$ cat src/rtl/cdr_pkg.sv
package cdr_pkg;

  typedef enum logic [1:0] {
    MODE_TRUNC    = 2'b00,
    MODE_DITHER   = 2'b01,
    MODE_PASS     = 2'b10,
    MODE_PASS_ALT = 2'b11
  } reduce_mode_e;

  // 2x2 ordered threshold pattern, index = {line_parity, column_parity}
  function automatic logic [1:0] pattern2x2(input logic [1:0] idx);
    logic [1:0] thr;
    case (idx)
      2'd0:    thr = 2'd0;
      2'd1:    thr = 2'd2;
      2'd2:    thr = 2'd3;
      default: thr = 2'd1;
    endcase
    return thr;
  endfunction

endpackage

$ cat src/rtl/cdr_position.sv
module cdr_position #(
  parameter int FRAME_W = 2
) (
  input  logic               clk,
  input  logic               rst,
  input  logic               in_valid,
  input  logic               frame_start,
  input  logic               line_start,
  output logic [FRAME_W-1:0] frame_idx,
  output logic               line_par,
  output logic               col_par
);

  logic [FRAME_W-1:0] frame_q;
  logic               line_q;
  logic               col_q;

  // Position seen by the pixel present this cycle
  always_comb begin
    frame_idx = frame_q;
    line_par  = line_q;
    col_par   = col_q;
    if (frame_start) begin
      frame_idx = frame_q + 1'b1;
      line_par  = 1'b0;
      col_par   = 1'b0;
    end else if (line_start) begin
      line_par  = ~line_q;
      col_par   = 1'b0;
    end
  end

  always_ff @(posedge clk) begin
    if (rst) begin
      frame_q <= '0;
      line_q  <= 1'b0;
      col_q   <= 1'b0;
    end else begin
      frame_q <= frame_idx;
      line_q  <= line_par;
      col_q   <= in_valid ? ~col_par : col_par;
    end
  end

endmodule

$ cat src/rtl/cdr_threshold.sv
module cdr_threshold #(
  parameter int FRAME_W = 2,
  parameter int DROP_W  = 2
) (
  input  logic [FRAME_W-1:0] frame_idx,
  input  logic               line_par,
  input  logic               col_par,
  output logic [DROP_W-1:0]  thr
);
  import cdr_pkg::*;

  localparam int SCALE = DROP_W - 2;

  logic [1:0] idx;
  logic [1:0] base;

  always_comb begin
    idx  = {line_par, col_par} ^ frame_idx[1:0];
    base = pattern2x2(idx);
  end

  generate
    if (SCALE == 0) begin : g_exact
      assign thr = base;
    end else begin : g_scaled
      assign thr = {base, {SCALE{1'b0}}};
    end
  endgenerate

endmodule

$ cat src/rtl/cdr_component.sv
module cdr_component #(
  parameter int IN_W  = 8,
  parameter int OUT_W = 6
) (
  input  logic [1:0]            mode,
  input  logic [IN_W-1:0]       comp_in,
  input  logic [OUT_W-1:0]      pass_in,
  input  logic [IN_W-OUT_W-1:0] thr,
  output logic [OUT_W-1:0]      comp_out
);
  import cdr_pkg::*;

  localparam int DROP_W = IN_W - OUT_W;

  logic [OUT_W-1:0]  top;
  logic [DROP_W-1:0] low;
  logic              bump;

  always_comb begin
    top  = comp_in[IN_W-1:DROP_W];
    low  = comp_in[DROP_W-1:0];
    bump = (low > thr) && (top != {OUT_W{1'b1}});
    case (reduce_mode_e'(mode))
      MODE_TRUNC:  comp_out = top;
      MODE_DITHER: comp_out = top + {{(OUT_W-1){1'b0}}, bump};
      default:     comp_out = pass_in;
    endcase
  end

endmodule

$ cat src/rtl/depth_reducer.sv
module depth_reducer #(
  parameter int IN_W    = 8,
  parameter int OUT_W   = 6,
  parameter int NUM_CH  = 3,
  parameter int FRAME_W = 2
) (
  input  logic                    clk,
  input  logic                    rst,
  input  logic                    in_valid,
  input  logic                    frame_start,
  input  logic                    line_start,
  input  logic [1:0]              mode,
  input  logic [NUM_CH*IN_W-1:0]  pix_in,
  output logic                    out_valid,
  output logic [NUM_CH*OUT_W-1:0] pix_out
);

  localparam int DROP_W = IN_W - OUT_W;

  logic [FRAME_W-1:0]      frame_idx;
  logic                    line_par;
  logic                    col_par;
  logic [DROP_W-1:0]       thr;
  logic [NUM_CH*OUT_W-1:0] reduced;

  cdr_position #(.FRAME_W(FRAME_W)) u_pos (
    .clk         (clk),
    .rst         (rst),
    .in_valid    (in_valid),
    .frame_start (frame_start),
    .line_start  (line_start),
    .frame_idx   (frame_idx),
    .line_par    (line_par),
    .col_par     (col_par)
  );

  cdr_threshold #(.FRAME_W(FRAME_W), .DROP_W(DROP_W)) u_thr (
    .frame_idx (frame_idx),
    .line_par  (line_par),
    .col_par   (col_par),
    .thr       (thr)
  );

  generate
    for (genvar ch = 0; ch < NUM_CH; ch++) begin : g_ch
      cdr_component #(.IN_W(IN_W), .OUT_W(OUT_W)) u_comp (
        .mode     (mode),
        .comp_in  (pix_in[ch*IN_W +: IN_W]),
        .pass_in  (pix_in[ch*OUT_W +: OUT_W]),
        .thr      (thr),
        .comp_out (reduced[ch*OUT_W +: OUT_W])
      );
    end
  endgenerate

  always_ff @(posedge clk) begin
    if (rst) begin
      out_valid <= 1'b0;
      pix_out   <= '0;
    end else begin
      out_valid <= in_valid;
      if (in_valid) pix_out <= reduced;
    end
  end

endmodule

$ cat config.mk
export PLATFORM = sky130hd
export DESIGN_NAME = depth_reducer
export DESIGN_NICKNAME = d
export VERILOG_FILES = /design/src/rtl/cdr_pkg.sv /design/src/rtl/cdr_position.sv /design/src/rtl/cdr_threshold.sv /design/src/rtl/cdr_component.sv /design/src/rtl/depth_reducer.sv
export SDC_FILE = /design/constraint.sdc
export NUM_CORES = 1
export LEC_CHECK = 0
export BUFFER_PORTS_ARGS = -buffer_cell sky130_fd_sc_hd__buf_2
export CAP_MARGIN = 20
export CORE_MARGIN = 1
export CORE_UTILIZATION = 35
export DETAILED_ROUTE_END_ITERATION = 12
export HOLD_SLACK_MARGIN = 0.05
export PLACE_DENSITY_LB_ADDON = 0.25
export SYNTH_ARGS = -nofsm -noshare
export SYNTH_HDL_FRONTEND = slang
export SYNTH_SLANG_ARGS = --single-unit
$ cat constraint.sdc
create_clock -name clk -period 3.4 [get_ports clk]
set_input_delay 0.17 -clock clk [delete_from_list [all_inputs] [get_ports clk]]
set_output_delay 0.17 -clock clk [all_outputs]
set_load 0.005 [all_outputs]
# After elaboration in Yosys (flattened, before gate mapping)

Cells that the tools add are included.
Widths: inputs -> output; s select.

Divide/modulo/power cells: 0
Add/sub/neg operators: 4
Multipliers: 0
Shift-type cells: 0
Equal/unequal tests: 6
Magnitude comparators: 3
Reduce and logical (&&, ||, !) cells: 5
Multiplexer cells: 10
Bitwise logic cells: 3

Operators by type and width:

| operator            | count |
|---|---|
| $pmux 6 s2          | 3 |
| $add 6x1->6         | 3 |
| $ne 6x6->1 const B  | 3 |
| $gt 2x2->1          | 3 |
| $pmux 2 s3          | 1 |
| $mux 1              | 5 |
| $eq 2x1->1 const B  | 2 |
| $logic_not 2->1     | 2 |
| $logic_and 1x1->1   | 3 |
| $add 2x1->2 const B | 1 |
| $eq 2x2->1 const B  | 1 |
| $mux 2              | 1 |
| $not 1->1           | 2 |
| $xor 2x2->2         | 1 |

Logic and storage cells: 36
Latch bits: 0
Input bits: 31
Memories kept: 0
Flip-flop bits (word level): 23
Memory bits (read-only): 0
Memory bits (writable): 0

# Longest topological paths before layout

Depth in word-level cells: 10
Depth in mapped cells: 16
Mapped depth without buffers: 16

# Hierarchy

From an unflattened synthesis, not the netlist that was laid out.

Cell total of the unflattened synthesis: 191
Area, all modules: 1,581.5 um2

By module, submodules not included:

| module        | instances | seq. area each (um2) | cells an instance | area each (um2) |
|---|---|---|---|---|
| cdr_component | 3         | 0.0                  | 37                | 232.7 |
| depth_reducer | 1         | 380.4                | 60                | 675.6 |
| cdr_position  | 1         | 80.1                 | 17                | 173.9 |
| cdr_threshold | 1         | 0.0                  | 3                 | 33.8 |

# Least setup slack after synthesis

No wires, ideal clock.

Kind: input to register
From: input frame_start
To: register pix_out[13]
Cell stages on the path: 15
Setup slack: 0.780 ns
Data arrival time: 2.489 ns
Library setup time: 0.130 ns
Cell sequence: clkbuf_1 > mux2i_1 > xnor2_1 > ha_1 > or2_2 > ha_1 > nand2_1 > o21ai_0 > a31oi_1 > ha_1 > ha_1 > mux2i_1 > nor2_1 > a21oi_1 > o22ai_1

Longest elaborated chain between the ends: 8
Elaborated cells on any way between the ends: 12
Those cells by class: add/sub: 1; order compare: 1; eq/ne: 2; mux: 5; bitwise: 1; reduce/logical: 2

Ends and longest elaborated chain:

| item                               | line                | text |
|---|---|---|
| start, declared                    | depth_reducer.sv:10 | `input logic frame_start,` |
| $mux 1 or $mux 2 (tied branches)   | cdr_position.sv:23  | `if (frame_start) begin` |
| $xor 2x2->2 *                      | cdr_threshold.sv:18 | `idx = {line_par, col_par} ^ frame_idx[1:0];` |
| $eq 2x2->1 (tied with other cells) | cdr_pkg.sv:13       | `case (idx)` |
| $pmux 2 s3 *                       | cdr_pkg.sv:13       |  |
| $gt 2x2->1 *                       | cdr_component.sv:22 | `bump = (low > thr) && (top != {OUT_W{1'b1}});` |
| $logic_and 1x1->1 *                | cdr_component.sv:22 |  |
| $add 6x1->6 *                      | cdr_component.sv:25 | `MODE_DITHER: comp_out = top + {{(OUT_W-1){1'b0}}, bump};` |
| $pmux 6 s2 *                       | cdr_component.sv:23 | `case (reduce_mode_e'(mode))` |
| end signal, assigned               | depth_reducer.sv:62 | `if (in_valid) pix_out <= reduced;` |
| end, declared                      | depth_reducer.sv:15 | `output logic [NUM_CH*OUT_W-1:0] pix_out` |

Every way passes the cells marked *; elsewhere a longest branch is shown, timed or not.
A chain may end at the register's enable or synchronous reset.

# Worst setup path in the final report

From: register u_pos.line_q
To: register pix_out[7]

Longest elaborated chain between the ends: 10
Elaborated cells on any way between the ends: 12
Those cells by class: add/sub: 1; order compare: 1; eq/ne: 2; mux: 4; bitwise: 2; reduce/logical: 2

Ends and longest elaborated chain:

| item                               | line                | text |
|---|---|---|
| start, declared                    | cdr_position.sv:15  | `logic line_q;` |
| start signal, assigned             | cdr_position.sv:40  | `line_q <= line_par;` |
| $not 1->1                          | cdr_position.sv:28  | `line_par = ~line_q;` |
| $mux 1 *                           | cdr_position.sv:27  | `end else if (line_start) begin` |
| $mux 1 *                           | cdr_position.sv:23  |  |
| $xor 2x2->2 *                      | cdr_threshold.sv:18 |  |
| $eq 2x2->1 (tied with other cells) | cdr_pkg.sv:13       |  |
| $pmux 2 s3 *                       | cdr_pkg.sv:13       |  |
| $gt 2x2->1 *                       | cdr_component.sv:22 |  |
| $logic_and 1x1->1 *                | cdr_component.sv:22 |  |
| $add 6x1->6 *                      | cdr_component.sv:25 |  |
| $pmux 6 s2 *                       | cdr_component.sv:23 |  |

Marked as above.

==> results.sh <==
export IMPL_cp_data_arrival_time_ns=3.01
export IMPL_design_area_sq_um=1840
export IMPL_area_delta_synth_final_pct=18.9
export IMPL_die_h_microns=68.6
export IMPL_overflow=0
export IMPL_yosys_warnings=0
export IMPL_cp_end_kind="flip-flop"
export IMPL_cts_buffers=3
export IMPL_detail_route_antenna_nets=0
export IMPL_place_area_sq_um=1800
export IMPL_grt_pass1_wl_microns=6160
export IMPL_clk_pin_slew_ns=0.09
export IMPL_setup_viol=0
export IMPL_worstHoldPathType="primary input to flip-flop"
export IMPL_r2r_start="u_pos.line_q"
export IMPL_path_max_fanout=3
export IMPL_antenna_cells=0
export IMPL_synthCells=196
export IMPL_fin_crit_sh=0.846
export IMPL_htreeDepth=1
export IMPL_post_cts_buffers=0
export IMPL_worstPathRequired_ns=3.53
export IMPL_initial_utilization=0.377
export IMPL_clock_latency_ns=0.27
export IMPL_synthesis_area_sq_um=1550
export IMPL_syn_avg_cell_area_sq_um=7.91
export IMPL_synth_top_cell_area_share=0.297
export IMPL_synth_distinct_cells=31
export IMPL_worstMarginPinSlew_ns=0.607
export IMPL_first_pass_iters=4
export IMPL_total_leakage_power_nw=0.853
export IMPL_period_needed_ns=2.88
export IMPL_status="finished, final reports clean"
export IMPL_grt_pass1_vias=1333
export IMPL_grt_setup_unrepaired="no"
export IMPL_dp_hpwl_microns=2840
export IMPL_cts_root_buf="clkbuf_8"
export IMPL_hold_path_startpoint="frame_start"
export IMPL_grt_total_usage=0.177
export IMPL_synth_fp_nets=241
export IMPL_grt_max_degree=37
export IMPL_max_slew_margin=0.595
export IMPL_gp_congestion=0.805
export IMPL_die_w_microns=68.6
export IMPL_synth_seq_area_share=0.297
export IMPL_rows=23
export IMPL_synthArstFlopShare=0
export IMPL_synthTopCellsByCount="dfxtp_1, nand2_1, a21oi_1"
export IMPL_antenna_found_initial=0
export IMPL_cts_tree="done"
export IMPL_crit_start="u_pos.line_q"
export IMPL_ioPinCount=50
export IMPL_route_detailed_drc=0
export IMPL_dr_total_vias=1472
export IMPL_cellPowerDensity_nw_per_um2=404
export IMPL_cap_violations=0
export IMPL_ys_seq_elements=23
export IMPL_vias_per_cell=5.13
export IMPL_hold_viol_final=0
export IMPL_irDropWorstVdd_v=0.000144
export IMPL_cts_resized=0
export IMPL_port_buffers=49
export IMPL_fill_cells=448
export IMPL_fin_skew_ns=0.00189
export IMPL_synth_flop_cell="dfxtp_1"
export IMPL_critPathLaunchType="flip-flop"
export IMPL_clock_sinks=23
export IMPL_final_net_count=283
export IMPL_wl_per_cell_microns=13.3
export IMPL_slew_violations=0
export IMPL_clockBufferDepth=2
export IMPL_core_area_sq_um=4120
export IMPL_drt_iter0_markers=99
export IMPL_cts_hold_buf=0
export IMPL_path_class="flip-flop to flip-flop"
export IMPL_drive_gt1_frac=0.241
export IMPL_yosysTopAreaCell="dfxtp_1"
export IMPL_wl_microns=3820
export IMPL_die_area_sq_um=4700
export IMPL_synth_edf_count=0
export IMPL_synth_area_leaders="dfxtp_1, ha_1, xnor2_1"
export IMPL_max_clock_freq_ghz=0.347
export IMPL_setup_tns_final_ns=0
## worst paths after layout
check / endpoint / slack (ns) / depth (start not counted)
max: pix_out[7] / 0.52 / 15
min: u_pos.line_q / 0.16 / 2
max reg2reg: pix_out[7] / 0.52 / 15
min reg2reg: pix_out[14] / 0.46 / 2
## cell usage in the layout (no fill, tap or decap), drive strengths merged
cell type,count
clkinv,1
o211ai,2
nor2b,2
o22ai,6
xor2,6
or2,2
a21oi,20
a211oi,4
inv,13
dfxtp,23
clkbuf,3
and4,2
o21ai,19
ha,14
nor3b,2
xnor2,12
mux2i,7
a31oi,2
nand3,2
nand4,7
nand3b,3
buf,49
nand2b,3
nor2,10
nand2,23
## sequential cells by signal (all words and copies together), names as in the netlist
name and flops:
u_pos.col_q 1, u_pos.line_q 1, out_valid 1, u_pos.frame_q 2
pix_out 18
## layout make-up
cell class,instances,area [sq um],area share
flip-flops and latches,23,460,0.250
multi-input cells,148,980,0.532
clock buffers,3,41.3,0.0224
repair buffers,49,245,0.133
well taps,50,62.6,0.0339
inverters,13,48.8,0.0265
clock inverters,1,5.00,0.00272
## worst max-delay path: stages (launching register included)
cell and delay [ns]:
dfxtp_1 0.34, xor2_1 0.17, mux2i_1 0.11, xnor2_1 0.16, ha_1 0.18, or2_2 0.33, ha_1 0.28, nand2_1 0.05
o21ai_0 0.09, a31oi_1 0.16, ha_1 0.22, ha_1 0.24, mux2i_1 0.13, nor2_1 0.06, a21oi_1 0.14, o22ai_1 0.10
## through the flow
step | hold slack, ns | power [mW] | std cells | utilization | setup slack (ns)
final | 0.162 | 0.744 | 287 | 0.448 | 0.522
after global routing | 0.181 | 0.808 | 287 | 0.448 | 0.254
after CTS | 0.155 | 0.757 | 287 | 0.448 | 0.514
after detailed placement | 0.445 | 0.572 | 283 | 0.437 | 0.565
after global placement | 0.439 | 0.567 | 283 | 0.437 | 0.557
after floorplan | 0.243 | 0.493 | 196 | - | 0.780
## routing by layer
metal	global-route usage	part of all wire	up-vias
met2	0.289	0.46	29
li1	-	-	758
met3	0.0230	0.035	2
met1	0.240	0.49	683
met4	0.0547	0.0071	0
met5	0	0	-
## logic make-up (layout without fill, tap and decap cells)
kind of cell / after synthesis / in the layout / synth area share
muxes: 7 / 7 / 0.0452
and+or+nand+nor: 56 / 56 / 0.178
xor gates and xnor gates: 18 / 18 / 0.102
buffers and inverters: 25 / 66 / 0.0710
DFF: 23 / 23 / 0.297
AOI/OAI and AO/OA: 53 / 53 / 0.194
adders and majority gates: 14 / 14 / 0.113
## power by group
part | internal (mW) | switching (mW) | leakage (nW)
logic | 0.122 | 0.142 | 0.637
clock network | 0.0819 | 0.0948 | 0.0255
registers | 0.291 | 0.0121 | 0.190
total | 0.495 | 0.249 | 0.853
No activity file was read; power rests on OpenSTA's default activity.
